==> config.mk <==
export PLATFORM = sky130hd
export DESIGN_NAME = tdm_byte_mux
export DESIGN_NICKNAME = d
export VERILOG_FILES = /design/src/rtl/tdm_mux_pkg.sv /design/src/rtl/tdm_bit_timer.sv /design/src/rtl/tdm_slot_decode.sv /design/src/rtl/tdm_byte_mux.sv
export SDC_FILE = /design/constraint.sdc
export NUM_CORES = 1
export LEC_CHECK = 0
export CAP_MARGIN = 5
export CORE_ASPECT_RATIO = 0.8
export CORE_MARGIN = 2
export CORE_UTILIZATION = 45
export CTS_BUF_LIST = sky130_fd_sc_hd__clkbuf_4 sky130_fd_sc_hd__clkbuf_8
export CTS_CLUSTER_SIZE = 8
export DETAILED_ROUTE_END_ITERATION = 16
export PLACE_DENSITY = 0.67
export SETUP_SLACK_MARGIN = 0.1
export SYNTH_ARGS = -nofsm -noshare
export SYNTH_HDL_FRONTEND = slang
export SYNTH_HIERARCHICAL = 1
export SYNTH_SLANG_ARGS = --single-unit
==> constraint.sdc <==
create_clock -name clk -period 5.6 [get_ports clk]
set_input_delay 0.84 -clock clk [delete_from_list [all_inputs] [get_ports clk]]
set_output_delay 0.84 -clock clk [all_outputs]
set_load 0.01 [all_outputs]
==> src/rtl/tdm_mux_pkg.sv <==
package tdm_mux_pkg;

    localparam int BYTE_W = 8;
    localparam int SIG_W  = 4;

    localparam logic [BYTE_W-1:0] FILL_BYTE = '1;
    localparam logic [SIG_W-1:0]  FILL_SIG  = '1;

    // Output stage state of the serialiser
    typedef struct packed {
        logic              sd;
        logic [SIG_W-1:0]  sig;
        logic              fi;
        logic [BYTE_W-1:0] octet;
    } ser_state_t;

endpackage

==> src/rtl/tdm_bit_timer.sv <==
module tdm_bit_timer #(
    parameter int POS_W = 10
) (
    input  logic             clk,
    input  logic             rst_n,
    input  logic             rate_2x,
    input  logic             upd_late,
    input  logic             fp_act,
    output logic             upd_now,
    output logic [POS_W-1:0] upd_pos
);

    typedef struct packed {
        logic             phase;
        logic [POS_W-1:0] pos;
        logic [POS_W-1:0] cur;
    } tmr_t;

    tmr_t st_d, st_q;
    logic first_clk;
    logic fp_hit;
    logic [POS_W-1:0] cur_pos;

    always_comb begin
        st_d      = st_q;
        first_clk = !rate_2x || !st_q.phase;
        fp_hit    = first_clk && fp_act;
        cur_pos   = fp_hit ? '0 : st_q.pos;
        st_d.phase = rate_2x ? !st_q.phase : 1'b0;
        if (first_clk) begin
            st_d.pos = cur_pos + 1'b1;
            st_d.cur = cur_pos;
        end
        if (!rate_2x) begin
            upd_now = 1'b1;
            upd_pos = cur_pos;
        end else if (upd_late) begin
            upd_now = st_q.phase;
            upd_pos = st_q.cur;
        end else begin
            upd_now = !st_q.phase;
            upd_pos = cur_pos;
        end
    end

    always_ff @(posedge clk or negedge rst_n) begin
        if (!rst_n) st_q <= '0;
        else        st_q <= st_d;
    end


    pos_adv_chk: assert property (@(posedge clk) disable iff (!rst_n)
        (first_clk && !fp_act) |=> st_q.pos == $past(st_q.pos) + 1'b1);


    fp_align_chk: assert property (@(posedge clk) disable iff (!rst_n)
        (first_clk && fp_act) |=> st_q.pos == POS_W'(1));


    half_hold_chk: assert property (@(posedge clk) disable iff (!rst_n)
        (rate_2x && st_q.phase) |=> $stable(st_q.pos));

endmodule

==> src/rtl/tdm_slot_decode.sv <==
module tdm_slot_decode #(
    parameter int NS     = 4,
    parameter int OFF_W  = 7,
    parameter int CH_CNT = 24,
    parameter int IDX_W  = 2,
    parameter int CH_W   = 5
) (
    input  logic [OFF_W-1:0]    slot,
    input  logic [NS-1:0]       en,
    input  logic [NS*OFF_W-1:0] offs,
    output logic                hit,
    output logic [IDX_W-1:0]    idx,
    output logic [CH_W-1:0]     chan,
    output logic                any_en,
    output logic [OFF_W-1:0]    first_off
);

    localparam logic [OFF_W-1:0] STRIDE = OFF_W'(NS);
    localparam logic [OFF_W-1:0] LAST_N = OFF_W'(CH_CNT);

    logic [NS-1:0]   own;
    logic [CH_W-1:0] chn [NS];

    for (genvar k = 0; k < NS; k++) begin : g_st
        logic [OFF_W-1:0] rel;
        assign rel    = slot - offs[k*OFF_W +: OFF_W];
        assign own[k] = en[k] && ((rel % STRIDE) == '0) && ((rel / STRIDE) <= LAST_N);
        assign chn[k] = CH_W'(rel / STRIDE);
    end

    always_comb begin
        hit       = 1'b0;
        idx       = '0;
        chan      = '0;
        any_en    = 1'b0;
        first_off = '0;
        for (int k = NS - 1; k >= 0; k--) begin
            if (own[k]) begin
                hit  = 1'b1;
                idx  = IDX_W'(k);
                chan = chn[k];
            end
            if (en[k]) begin
                any_en    = 1'b1;
                first_off = offs[k*OFF_W +: OFF_W];
            end
        end
    end

endmodule

==> src/rtl/tdm_byte_mux.sv <==
module tdm_byte_mux
    import tdm_mux_pkg::*;
#(
    parameter int NS     = 4,
    parameter int OFF_W  = 7,
    parameter int CH_CNT = 24,
    localparam int POS_W = OFF_W + 3,
    localparam int IDX_W = $clog2(NS),
    localparam int CH_W  = $clog2(CH_CNT + 1)
) (
    input  logic                clk,
    input  logic                rst_n,
    input  logic                rate_2x,
    input  logic                upd_second,
    input  logic                fp_fall_sel,
    input  logic                out_rise_sel,
    input  logic                fp_inv,
    input  logic                fp_in,
    input  logic [NS-1:0]       stream_en,
    input  logic [NS*OFF_W-1:0] stream_off,
    output logic                req_valid,
    output logic [IDX_W-1:0]    req_stream,
    output logic [CH_W-1:0]     req_chan,
    input  logic [BYTE_W-1:0]   byte_in,
    input  logic [SIG_W-1:0]    sig_in,
    output logic                sd_out,
    output logic [SIG_W-1:0]    sig_out,
    output logic                fi_out
);

    logic             upd_late;
    logic             upd_now;
    logic [POS_W-1:0] upd_pos;
    logic [2:0]       upd_bit;
    logic [OFF_W-1:0] upd_slot;
    logic             any_en;
    logic [OFF_W-1:0] first_off;
    logic [BYTE_W-1:0] slot_byte;

    ser_state_t ser_d, ser_q;

    assign upd_late = rate_2x && upd_second && (fp_fall_sel == out_rise_sel);
    assign upd_bit  = upd_pos[2:0];
    assign upd_slot = upd_pos[POS_W-1:3];

    tdm_bit_timer #(.POS_W(POS_W)) u_timer (
        .clk      (clk),
        .rst_n    (rst_n),
        .rate_2x  (rate_2x),
        .upd_late (upd_late),
        .fp_act   (fp_in ^ fp_inv),
        .upd_now  (upd_now),
        .upd_pos  (upd_pos)
    );

    tdm_slot_decode #(
        .NS(NS), .OFF_W(OFF_W), .CH_CNT(CH_CNT), .IDX_W(IDX_W), .CH_W(CH_W)
    ) u_decode (
        .slot      (upd_slot),
        .en        (stream_en),
        .offs      (stream_off),
        .hit       (req_valid),
        .idx       (req_stream),
        .chan      (req_chan),
        .any_en    (any_en),
        .first_off (first_off)
    );

    always_comb begin
        ser_d = ser_q;
        if (!req_valid)
            slot_byte = FILL_BYTE;
        else if (req_chan == '0)
            slot_byte = {byte_in[7], 6'h3F, byte_in[0]};
        else
            slot_byte = byte_in;

        if (upd_now) begin
            if (upd_bit == 3'd0) begin
                ser_d.octet = slot_byte;
                ser_d.sd    = slot_byte[7];
                ser_d.sig   = (req_valid && req_chan != '0) ? sig_in : FILL_SIG;
            end else begin
                ser_d.sd = ser_q.octet[3'd7 - upd_bit];
            end
            ser_d.fi = any_en && (upd_slot == first_off) && (upd_bit == 3'd7);
        end
    end

    always_ff @(posedge clk or negedge rst_n) begin
        if (!rst_n) ser_q <= '{sd: 1'b1, sig: FILL_SIG, fi: 1'b0, octet: FILL_BYTE};
        else        ser_q <= ser_d;
    end

    assign sd_out  = ser_q.sd;
    assign sig_out = ser_q.sig;
    assign fi_out  = ser_q.fi ^ fp_inv;


    req_enabled_chk: assert property (@(posedge clk) disable iff (!rst_n)
        req_valid |-> stream_en[req_stream]);


    filler_chk: assert property (@(posedge clk) disable iff (!rst_n)
        (upd_now && upd_bit == 3'd0 && !req_valid) |=> (sd_out && sig_out == FILL_SIG));


    sig_steady_chk: assert property (@(posedge clk) disable iff (!rst_n)
        (upd_now && upd_bit != 3'd0) |=> $stable(sig_out));


    idle_hold_chk: assert property (@(posedge clk) disable iff (!rst_n)
        !upd_now |=> ($stable(sd_out) && $stable(sig_out) && $stable(fi_out)));


    fi_quiet_chk: assert property (@(posedge clk) disable iff (!rst_n)
        (upd_now && upd_bit != 3'd7) |=> fi_out == fp_inv);

endmodule

==> results.toml <==
[run_status]
status = "completed"

[timing]
post-route-period-util_pct = 95.3
final.min_clock_period_ns = 5.34
tightest_slew_ns = 0.948
skew_ns = 0.00915
finalSetupViolations = 0
finalHoldViolCount = 0
timing.final.ws_setup_ns = 0.261
fmax_mhz = 187
max_slew_margin_pct = 36.2
rsz0062_at_grt = "no"
finalMaxSlewViolations = 0
hold_slack_ns = 0.486

[final_layout]
drive_gt1_share_pct = 19.1
final_util_pct = 63.3
design_area_mm2 = 0.00472
antennaDiodeCount = 0
final_cell_mix = "59 x clkdlybuf4s50_1, 56 x nand2_1, 54 x nor2_1, 54 x buf_4, 34 x o21ai_0"
num-fill-cells = 681
syn_to_final_growth_pct = 35.0
nets = 640
final_common_cell = "clkdlybuf4s50_1"

[setup_path]
start_kind = "input port"
worstPathRequired_ns = 4.76
critPathKind = "in2out"
path_max_fanout = 10
cp-end-kind = "output port"
arrival_ns = 4.50

[global_routing]
overflow = 0
grt_pass1_wl_um = 16400
grtUsageTotal_pct = 24.1
use_met2_pct = 35.2
grt_pass1_vias = 3365
grt.busiest_layer = "met1"
grt_start_max_net_pins = 35
antenna_found_initial = 0
grtUsageMet1_pct = 36.8
grt.met3_usage_pct = 4.63

[clock_tree]
clk_latency_ns = 0.28
ctsHoldBuffers = 0
cts.sinks = 34
clk_pin_slew_ns = 0.06
htreeDepth = 2
cts_buffers = 5
tritoncts = "done"
cts_buffer_depth = 2
cts_root_buf = "clkbuf_8"

[drt]
viasPerCell = 5.35
drc = 0
ant_nets = 0
wl_per_cell_um = 15.0
drt-initial-drc-count = 248
routed_wirelength_um = 10000
via_count = 3582
dr.pass1.iters = 5

[power_and_ir_drop]
p_comb_share_pct = 43.4
p_sw_share_pct = 34.6
seqPwrFrac_pct = 36.8
ir_drop_uv = 191
power.static_leakage_uw = 0.00217
total_switching_power_uw = 327
p_clk_share_pct = 19.8
power.internal_uw = 619
power_density_mw_per_mm2 = 200
total_power_uw = 946

[worst_hold_path]
hold_class = "reg2reg"

[floorplanning]
fp.dieW_um = 103
core-area_mm2 = 0.00746
start_util_pct = 46.9
dieHeight_um = 82.9
io_pins = 66
dieArea_mm2 = 0.00850
row_count = 28

[placed_design]
port_buffers = 65
place.gp.congestion = 0.998
hpwl_um = 8190
dp_slack_ns = -0.116
postPlaceCellArea_mm2 = 0.00456

[synthesis]
synth-seq-cells = 34
synth_edf_count = 0
synth-seq-area-share_pct = 24.7
syn_area_mm2 = 0.00350
synth_cells = 456
syn_area_per_cell_um2 = 7.67
ys.flop_type = "dfrtp_1"
synth.top_cell.area_share_pct = 15.7
synth_fp_nets = 533
synth.area.top_cells = "dfrtp_1 16%, dfstp_2 9.0%, ha_1 8.9%, nand2_1 6.1%, nor2_1 5.8%"
async_reset_ff_share_pct = 100
yosys_warnings = 6
synth_top_area_cell = "dfrtp_1"
synth_cell_type_count = 64

[flow_run]
cap_violations = 0
==> path summary, 6_finish.rpt <==
| check | start | to | slack, ns | depth (start not counted) |
|---|---|---|---|---|
| min reg2reg | ser_q[0]$_DFFE_PN1P_ | ser_q[0]$_DFFE_PN1P_ | 0.49 | 2 |
| max reg2reg | u_timer/st_q[20]$_DFF_PN0_ | ser_q[4]$_DFFE_PN1P_ | 1.37 | 19 |
| max in group asynchronous | rst_n | sd_out$_DFFE_PN1P_ | 4.31 | 2 |
| min in group asynchronous | rst_n | u_timer/st_q[0]$_DFFE_PN0N_ | 0.96 | 2 |
| min | ser_q[0]$_DFFE_PN1P_ | ser_q[0]$_DFFE_PN1P_ | 0.49 | 2 |
| max | fp_fall_sel | req_valid | 0.26 | 16 |
==> power by group through the flow <==
| stage | Sequential [uW] | Combinational (uW) | Clock, uW |
|---|---|---|---|
| 6_report | 348 | 411 | 187 |
| 5_1_grt | 356 | 450 | 207 |
| 4_1_cts | 348 | 407 | 194 |
| 3_5_place_dp | 352 | 406 | 0 |
| 3_3_place_gp | 350 | 402 | 0 |
| 2_1_floorplan | 341 | 257 | 0 |
==> flip-flops by register name, indices dropped and copies added, names as in the netlist <==
name,cells
u_timer/st_q,21
ser_q,8
sd_out,1
sig_out,4
==> kinds of logic (layout without fill, tap and decap cells) <==
group / count (synthesis) / in the layout / synth area share [%]
buffers and inverters: 47 / 155 / 5.83
muxes: 6 / 6 / 1.82
adders and majority gates: 25 / 25 / 8.94
DFF: 34 / 34 / 24.7
and+or+nand+nor: 184 / 184 / 26.6
AOI/OAI and AO/OA: 127 / 127 / 23.8
xor gates and xnor gates: 33 / 33 / 8.26
==> layer usage <==
layer,up-vias,routed length [um]
li1,1821,-
met1,1618,5060
met2,130,4220
met3,13,618
met4,0,113
met5,-,0
==> cells in the mapped netlist (all sizes together) (2+ instances only) <==
library cell / count
a21oi: 36
nand3: 15
clkbuf: 10
nor2b: 8
nor2: 54
buf: 9
a211oi: 3
o211a: 2
nand3b: 4
and2: 7
nand4: 3
a22oi: 3
and3: 5
a31oi: 6
or3b: 2
or4: 4
mux2: 3
ha: 25
nor4: 3
nor3: 5
o21ai: 43
mux2i: 3
o21a: 7
nand2b: 8
nor4b: 3
o31a: 7
xor2: 18
or3: 3
dfstp: 12
dfrtp: 22
a21o: 3
xnor2: 15
inv: 28
nor3b: 2
o31ai: 5
nand2: 57
==> stage by stage <==
| step | setup TNS, ns | instances |
|---|---|---|
| after CTS | 0 | 666 |
| after floorplan | 0 | 456 |
| final | 0 | 669 |
| after global routing | 0 | 669 |
| after global placement | -0.0312 | 658 |
| after detailed placement | -0.375 | 658 |
==> worst max-delay path, cell delays in order <==
cell             delay [ns]
clkdlybuf4s50_1        0.47
xnor2_1                0.11
and3_1                 0.20
and2_4                 0.22
o21ai_0                0.11
buf_4                  0.17
ha_1                   0.31
nor2b_2                0.17
o31a_1                 0.32
a21oi_1                0.22
a2bb2oi_1              0.31
buf_4                  0.17
nand2_1                0.07
nor2_1                 0.18
nand2_1                0.13
clkdlybuf4s50_1        0.50
==> cell type report <==
type	count	area, um2	area share, %
Sequential cell	34	866	18.3
Inverter	28	105	2.23
Timing Repair Buffer	119	1060	22.5
Multi-Input combinational cell	375	2470	52.2
Tap cell	105	131	2.78
Clock buffer	8	91.3	1.93
==> what timing repair did <==
action | CTS | global route
gates resized for setup | 10 | 13
buffers inserted | 0 | 3
pin swaps | 0 | 2
setup endpoints to repair | 8 | 8
Power figures use the tool's default switching activity.
